## src/rtl/wdt_pkg.sv

```systemverilog
package wdt_pkg;

    typedef enum logic {
        SRC_CPU  = 1'b0,
        SRC_RING = 1'b1
    } wdt_src_e;

    typedef enum logic {
        ACT_IRQ   = 1'b0,
        ACT_RESET = 1'b1
    } wdt_act_e;

endpackage

```

## src/rtl/wdt_prescaler.sv

```systemverilog
module wdt_prescaler #(
    parameter int DIV = 16
) (
    input  logic clk,
    input  logic rst_n,
    input  logic clear,
    input  logic tick,
    output logic step
);
    localparam int PW = (DIV > 2) ? $clog2(DIV) : 1;
    localparam logic [PW-1:0] LAST = PW'(DIV - 1);

    typedef struct packed {
        logic [PW-1:0] phase;
    } pre_state_t;

    pre_state_t cur_q, nxt_d;

    always_comb begin
        nxt_d = cur_q;
        step  = 1'b0;
        if (clear) begin
            nxt_d.phase = '0;
        end else if (tick) begin
            if (cur_q.phase == LAST) begin
                nxt_d.phase = '0;
                step        = 1'b1;
            end else begin
                nxt_d.phase = cur_q.phase + 1'b1;
            end
        end
    end

    always_ff @(posedge clk or negedge rst_n) begin
        if (!rst_n) cur_q <= '0;
        else        cur_q <= nxt_d;
    end

endmodule

```

## src/rtl/wdt_down_counter.sv

```systemverilog
module wdt_down_counter #(
    parameter int CNT_W = 15
) (
    input  logic clk,
    input  logic rst_n,
    input  logic reload,
    input  logic step,
    output logic underflow
);
    localparam logic [CNT_W-1:0] FULL = '1;

    typedef struct packed {
        logic [CNT_W-1:0] count;
    } cnt_state_t;

    cnt_state_t cur_q, nxt_d;

    always_comb begin
        nxt_d     = cur_q;
        underflow = 1'b0;
        if (reload) begin
            nxt_d.count = FULL;
        end else if (step) begin
            if (cur_q.count == '0) begin
                nxt_d.count = FULL;
                underflow   = 1'b1;
            end else begin
                nxt_d.count = cur_q.count - 1'b1;
            end
        end
    end

    always_ff @(posedge clk or negedge rst_n) begin
        if (!rst_n) cur_q <= '{count: FULL};
        else        cur_q <= nxt_d;
    end

endmodule

```

## src/rtl/wdt_reset_stretch.sv

```systemverilog
module wdt_reset_stretch #(
    parameter int HOLD = 16
) (
    input  logic clk,
    input  logic rst_n,
    input  logic fire,
    output logic active
);
    localparam int HW = $clog2(HOLD + 1);

    typedef struct packed {
        logic [HW-1:0] left;
    } str_state_t;

    str_state_t cur_q, nxt_d;

    always_comb begin
        nxt_d = cur_q;
        if (fire) begin
            nxt_d.left = HW'(HOLD);
        end else if (cur_q.left != '0) begin
            nxt_d.left = cur_q.left - 1'b1;
        end
    end

    assign active = (cur_q.left != '0);

    always_ff @(posedge clk or negedge rst_n) begin
        if (!rst_n) cur_q <= '0;
        else        cur_q <= nxt_d;
    end

endmodule

```

## src/rtl/wdt_mode_timer.sv

```systemverilog
module wdt_mode_timer #(
    parameter int CNT_W    = 15,
    parameter int PRE_DIV  = 16,
    parameter int RST_HOLD = 16
) (
    input  logic clk,
    input  logic rst_n,
    input  logic cpu_tick,
    input  logic ring_tick,
    input  logic src_sel,
    input  logic mode_sel,
    input  logic service_wr,
    input  logic hold,
    output logic irq_o,
    output logic rst_req_o
);
    import wdt_pkg::*;

    typedef struct packed {
        logic irq;
    } top_state_t;

    top_state_t cur_q, nxt_d;

    logic tick_src;
    logic tick_eff;
    logic step;
    logic underflow;
    logic fire_rst;

    always_comb begin
        tick_src = (wdt_src_e'(src_sel) == SRC_RING) ? ring_tick : cpu_tick;
        tick_eff = tick_src & ~hold;
    end

    wdt_prescaler #(.DIV(PRE_DIV)) u_pre (
        .clk   (clk),
        .rst_n (rst_n),
        .clear (service_wr),
        .tick  (tick_eff),
        .step  (step)
    );

    wdt_down_counter #(.CNT_W(CNT_W)) u_cnt (
        .clk       (clk),
        .rst_n     (rst_n),
        .reload    (service_wr),
        .step      (step),
        .underflow (underflow)
    );

    always_comb begin
        nxt_d     = cur_q;
        nxt_d.irq = underflow && (wdt_act_e'(mode_sel) == ACT_IRQ);
        fire_rst  = underflow && (wdt_act_e'(mode_sel) == ACT_RESET);
    end

    wdt_reset_stretch #(.HOLD(RST_HOLD)) u_rst (
        .clk    (clk),
        .rst_n  (rst_n),
        .fire   (fire_rst),
        .active (rst_req_o)
    );

    always_ff @(posedge clk or negedge rst_n) begin
        if (!rst_n) cur_q <= '0;
        else        cur_q <= nxt_d;
    end

    assign irq_o = cur_q.irq;

endmodule

```

## config.mk

```make
export PLATFORM = sky130hd
export DESIGN_NAME = wdt_mode_timer
export DESIGN_NICKNAME = d
export VERILOG_FILES = /design/src/rtl/wdt_pkg.sv /design/src/rtl/wdt_prescaler.sv /design/src/rtl/wdt_down_counter.sv /design/src/rtl/wdt_reset_stretch.sv /design/src/rtl/wdt_mode_timer.sv
export SDC_FILE = /design/constraint.sdc
export NUM_CORES = 1
export LEC_CHECK = 0
export ABC_AREA = 1
export BUFFER_PORTS_ARGS = -buffer_cell sky130_fd_sc_hd__buf_2
export CAP_MARGIN = 20
export CORE_ASPECT_RATIO = 0.7
export CORE_UTILIZATION = 55
export DETAILED_ROUTE_END_ITERATION = 6
export PLACE_DENSITY = 0.84
export SLEW_MARGIN = 20
export SYNTH_ARGS = -nofsm -noshare
export SYNTH_HDL_FRONTEND = slang
export SYNTH_SLANG_ARGS = --single-unit
```

## constraint.sdc

```tcl
create_clock -name clk -period 2.1 [get_ports clk]
set_input_delay 0.42 -clock clk [delete_from_list [all_inputs] [get_ports clk]]
set_output_delay 0.42 -clock clk [all_outputs]
set_load 0.1 [all_outputs]
```

Yosys cells after proc, flatten, opt, wreduce, memory -nomap -nowiden --
Cells that the tools add are included.
Operators by class: bitwise gates (word level) 3, reductions and logical operators 7, eq/ne operators 1, multiplexer cells 15, add/sub/neg operators 3
Operator list (count):
- 15-bit two-way mux | 3
- 15-bit zero test | 1
- 15-bit by 1-bit subtractor with 15-bit output (second input constant) | 1
- 4-bit two-way mux | 3
- 5-bit two-way mux | 2
- 1-bit two-way mux | 7
- 2-bit nonzero test | 3
- 5-bit nonzero test | 1
- 5-bit by 1-bit subtractor with 5-bit output (second input constant) | 1
- 4-bit by 1-bit adder with 4-bit output (second input constant) | 1
- 4-bit equality test (second input constant) | 1
- 1-bit logical AND | 2
- 1-bit inverter | 2
- 1-bit AND | 1
Word-level totals: bits of input ports 8, flip-flop bits (word level) 25, output and inout port bits 2, word-level logic and storage cells 33

Longest topological paths before layout --
depth after elaboration 8, depth in mapped cells 12

Hierarchy --
A second synthesis with hierarchy kept.
Second synthesis, totals: cells, all modules 203, area, all modules 1611.5 um2
By module, submodules not included:
- wdt_down_counter | area an instance 1066.0 um2, times used 1, cells each 133, seq. area each 394.1 um2
- wdt_reset_stretch | area an instance 260.2 um2, times used 1, cells each 33, seq. area each 125.1 um2
- wdt_prescaler | area an instance 220.2 um2, times used 1, cells each 26, seq. area each 100.1 um2
- wdt_mode_timer | area an instance 65.1 um2, times used 1, cells each 11, seq. area each 25.0 um2

Worst setup path after synthesis --
OpenSTA, ideal clock, no wires.
kind register to register, from register u_rst.cur_q[0] (netlist name), to register u_rst.cur_q[3] (netlist name), path slack 0.277 ns, period minus slack after synthesis 1.823 ns, arrival 1.752 ns, data required time 2.029 ns, stages on the path, launching flop included 9, setup time 0.071 ns, path through dfrtp_1 -> inv_1 -> ha_1 -> nand2_1 -> nor2_1 -> inv_1 -> nand2_1 -> xor2_1 -> nor2_1
RTL lines:
- from (decl) | RTL line wdt_reset_stretch.sv:15 | str_state_t cur_q, nxt_d;
- from (signal assigned) | RTL line wdt_reset_stretch.sv:30 | else cur_q <= nxt_d;
- 5-bit nonzero test
- via rst_req_o | RTL line wdt_mode_timer.sv:15 | output logic rst_req_o
- 2-bit nonzero test (no line)
The timed path passes the listed nets, and every way through them passes these cells. The select of a mux whose other input is x is not followed. A chain may end at the register's enable or synchronous reset.

Worst setup path after layout --
from register u_rst.cur_q[0] (netlist name), to output rst_req_o
On the way: cells in the longest elaborated chain, start to end 1
RTL lines:
- 5-bit nonzero test | RTL line wdt_reset_stretch.sv:26 | assign active = (cur_q.left != '0);
- to (decl) | RTL line wdt_mode_timer.sv:15
No other way between the ends.

==> results.sh <==
export IMPL_status="finished, final reports clean"
export IMPL_cts_tree="built"
export IMPL_synth_async_reset_ratio_pct=100
export IMPL_wl_met1_um=1660
export IMPL_port_buffers=9
export IMPL_leakagePower_uw=0.000845
export IMPL_drv_cap=0
export IMPL_synth_top_cell_by_area="dfstp_2"
export IMPL_period_minus_slack_ns=1.99
export IMPL_initial_utilization_pct=61.1
export IMPL_ys_ff_latch=25
export IMPL_stdcell_area_sq_um=1700
export IMPL_root_buffer="clkbuf_8"
export IMPL_post_cts_buffers=0
export IMPL_antenna_found_initial=0
export IMPL_die_area_sq_um=3120
export IMPL_grt_first_pass_wirelength_um=5260
export IMPL_avgSynthCellArea_sq_um=7.41
export IMPL_placed_cell_area_sq_um=1650
export IMPL_worstMarginPinSlew_ns=0.553
export IMPL_hold_viol_final=0
export IMPL_grt_max_degree=26
export IMPL_synthesis_nets=227
export IMPL_routedWlPerCell_um=12.0
export IMPL_clock_latency_ns=0.28
export IMPL_powerDensity_nw_per_um2=517
export IMPL_rows=15
export IMPL_synth_top_area_share_pct=24.7
export IMPL_syn_inst=215
export IMPL_place_detailed_hpwl_um=2340
export IMPL_yosys_warnings=0
export IMPL_firstDrtPassIters=4
export IMPL_drive_above_1_share_pct=22.6
export IMPL_io_pins=10
export IMPL_setup_viol=0
export IMPL_worstRegToRegCells=8
export IMPL_antenna_cells=0
export IMPL_cts_max_path_buffers=2
export IMPL_ys_flop_type="dfstp_2"
export IMPL_synth_edf_count=0
export IMPL_antenna_left=0
export IMPL_syn_area_sq_um=1590
export IMPL_htree_levels=1
export IMPL_post_cts_resized=0
export IMPL_netlist_top_cells_count="nand2_1 (53), nor2_1 (33), inv_1 (30), dfstp_2 (15), nand3_1 (15)"
export IMPL_fin_crit_sh_pct=94.9
export IMPL_grt_usage_pct=23.0
export IMPL_cts_sinks=25
export IMPL_wirelength_um=3120
export IMPL_utilization_pct=65.3
export IMPL_yosys_top_cells_area="dfstp_2 (25%), dfrtp_1 (16%), nand2_1 (12%), nor2_1 (7.8%), inv_1 (7.1%)"
export IMPL_path_max_fanout=5
export IMPL_r2r_end="u_cnt.cur_q[3]$_DFFE_PN1P_"
export IMPL_dr_max_layer_used="met4"
export IMPL_regToRegSetupSlack_ns=0.46
export IMPL_yosysMostFrequentCell="nand2_1"
export IMPL_slew_headroom_pct=63.1
export IMPL_worstPathArrival_ns=1.57
export IMPL_via_per_inst=5.14
export IMPL_rsz0062_at_grt="no"
export IMPL_rr_startpoint="u_pre.cur_q[1]$_DFFE_PN0P_"
export IMPL_ir_worst_vdd_uv=494
export IMPL_yosysSeqAreaShare_pct=40.5
export IMPL_critPathLaunchType="flop"
export IMPL_grt_pass1_vias=1170
export IMPL_finalSetupTns_ns=0
export IMPL_fmax_mhz=502
export IMPL_die_x_um=66.3
export IMPL_dr_wl_met3_um=125
export IMPL_finalNetCount=239
export IMPL_dr_first_iter_drc_count=99
export IMPL_route_detailed_drc=0
export IMPL_core_area_sq_um=2610
export IMPL_gp_congestion=0.866
export IMPL_cts_buffers=3
export IMPL_critPathCaptureType="output port"
export IMPL_area_delta_synth_final_pct=6.91
export IMPL_criticalPathCategory="flop to output port"
export IMPL_grt_ovfl_total=0
export IMPL_wl_met2_um=1310
export IMPL_synth_cell_types=26
export IMPL_hold_path_class="primary input to async pin"
export IMPL_whs_ns=0.130
export IMPL_dr_total_vias=1337
export IMPL_cts_clk_slew_worst_paths_ns=0.09
export IMPL_cts_hold_fix_buffers=0
export IMPL_skew_ns=0.00755
export IMPL_slew_violations=0
export IMPL_required_ns=1.68
export IMPL_die_h_um=47.0
## state kept, by name, summed over array words and instances (netlist names)
name and cells:
u_rst.cur_q 5, u_cnt.cur_q 15, u_pre.cur_q 4, irq_o 1
## cells in the final DEF, fill, tap and decap left out, types with 3 or more instances in the layout
cell type,count
inv_2,4
xor2_1,3
nand2_1,53
o21ai_0,9
dfstp_2,15
nand4_1,7
a21oi_1,3
nor2_2,6
buf_2,9
nor2_1,32
nor3_1,3
clkbuf_8,3
dfrtp_1,10
ha_1,4
nor2_4,3
nand3_1,15
inv_1,30
nand3b_1,3
## where the power goes
group	switching (uW)	internal [uW]	leakage (uW)
registers	12.0	498	0.000296
logic	49.8	21.7	0.000527
clock network	165	135	0.0000217
## kinds of logic (layout without fill, tap and decap cells)
kind of cell	after synthesis	in the layout	synth area share, %
AO/OA/AOI/OAI	17	17	5.97
AND/OR/NAND/NOR	129	129	38.5
buffers and inverters	37	48	10.3
XOR/XNOR	3	3	1.65
flip-flops	25	25	40.5
adder cells (fa/ha/maj)	4	4	3.14
## metrics by stage
step	cells	power (uW)	worst slack, ns
2_1_floorplan	215	565	0.277
3_3_place_gp	256	587	0.405
3_5_place_dp	256	588	0.343
4_1_cts	260	883	0.0328
5_1_grt	260	923	0.0123
6_report	260	881	0.107
## cell type report
| type | count | area [sq um] |
|---|---|---|
| fillers | 245 | 906 |
| multi-input cells | 153 | 787 |
| flip-flops and latches | 25 | 644 |
| inverters | 34 | 128 |
| repair buffers | 10 | 52.6 |
| well taps | 34 | 42.5 |
| clock buffers | 3 | 41.3 |
| clock inverters | 1 | 7.51 |
## worst max-delay path by stage
stage	start	to	slack, ns	depth (start not counted)
2_1_floorplan	u_rst.cur_q[0]$_DFFE_PN0P_	u_rst.cur_q[3]$_DFFE_PN0P_	0.28	8
3_3_place_gp	u_rst.cur_q[0]$_DFFE_PN0P_	rst_req_o	0.40	6
3_5_place_dp	u_rst.cur_q[0]$_DFFE_PN0P_	rst_req_o	0.34	6
4_1_cts	u_rst.cur_q[0]$_DFFE_PN0P_	rst_req_o	0.03	6
5_1_grt	u_rst.cur_q[0]$_DFFE_PN0P_	rst_req_o	0.01	6
6_report	u_rst.cur_q[0]$_DFFE_PN0P_	rst_req_o	0.11	6
## per-layer routing
| metal | vias up | global-route usage (%) |
|---|---|---|
| met4 | 0 | 3.83 |
| met5 | - | 0 |
| li1 | 700 | - |
| met3 | 2 | 5.83 |
| met2 | 24 | 35.7 |
| met1 | 611 | 33.2 |
## critical path: stages (launching register included)
cell and delay [ns]:
dfrtp_1 0.39, inv_1 0.05, ha_1 0.21, nand2_1 0.10
nor2_2 0.07, inv_1 0.07, buf_2 0.42
(Power assumes the default switching activity.)
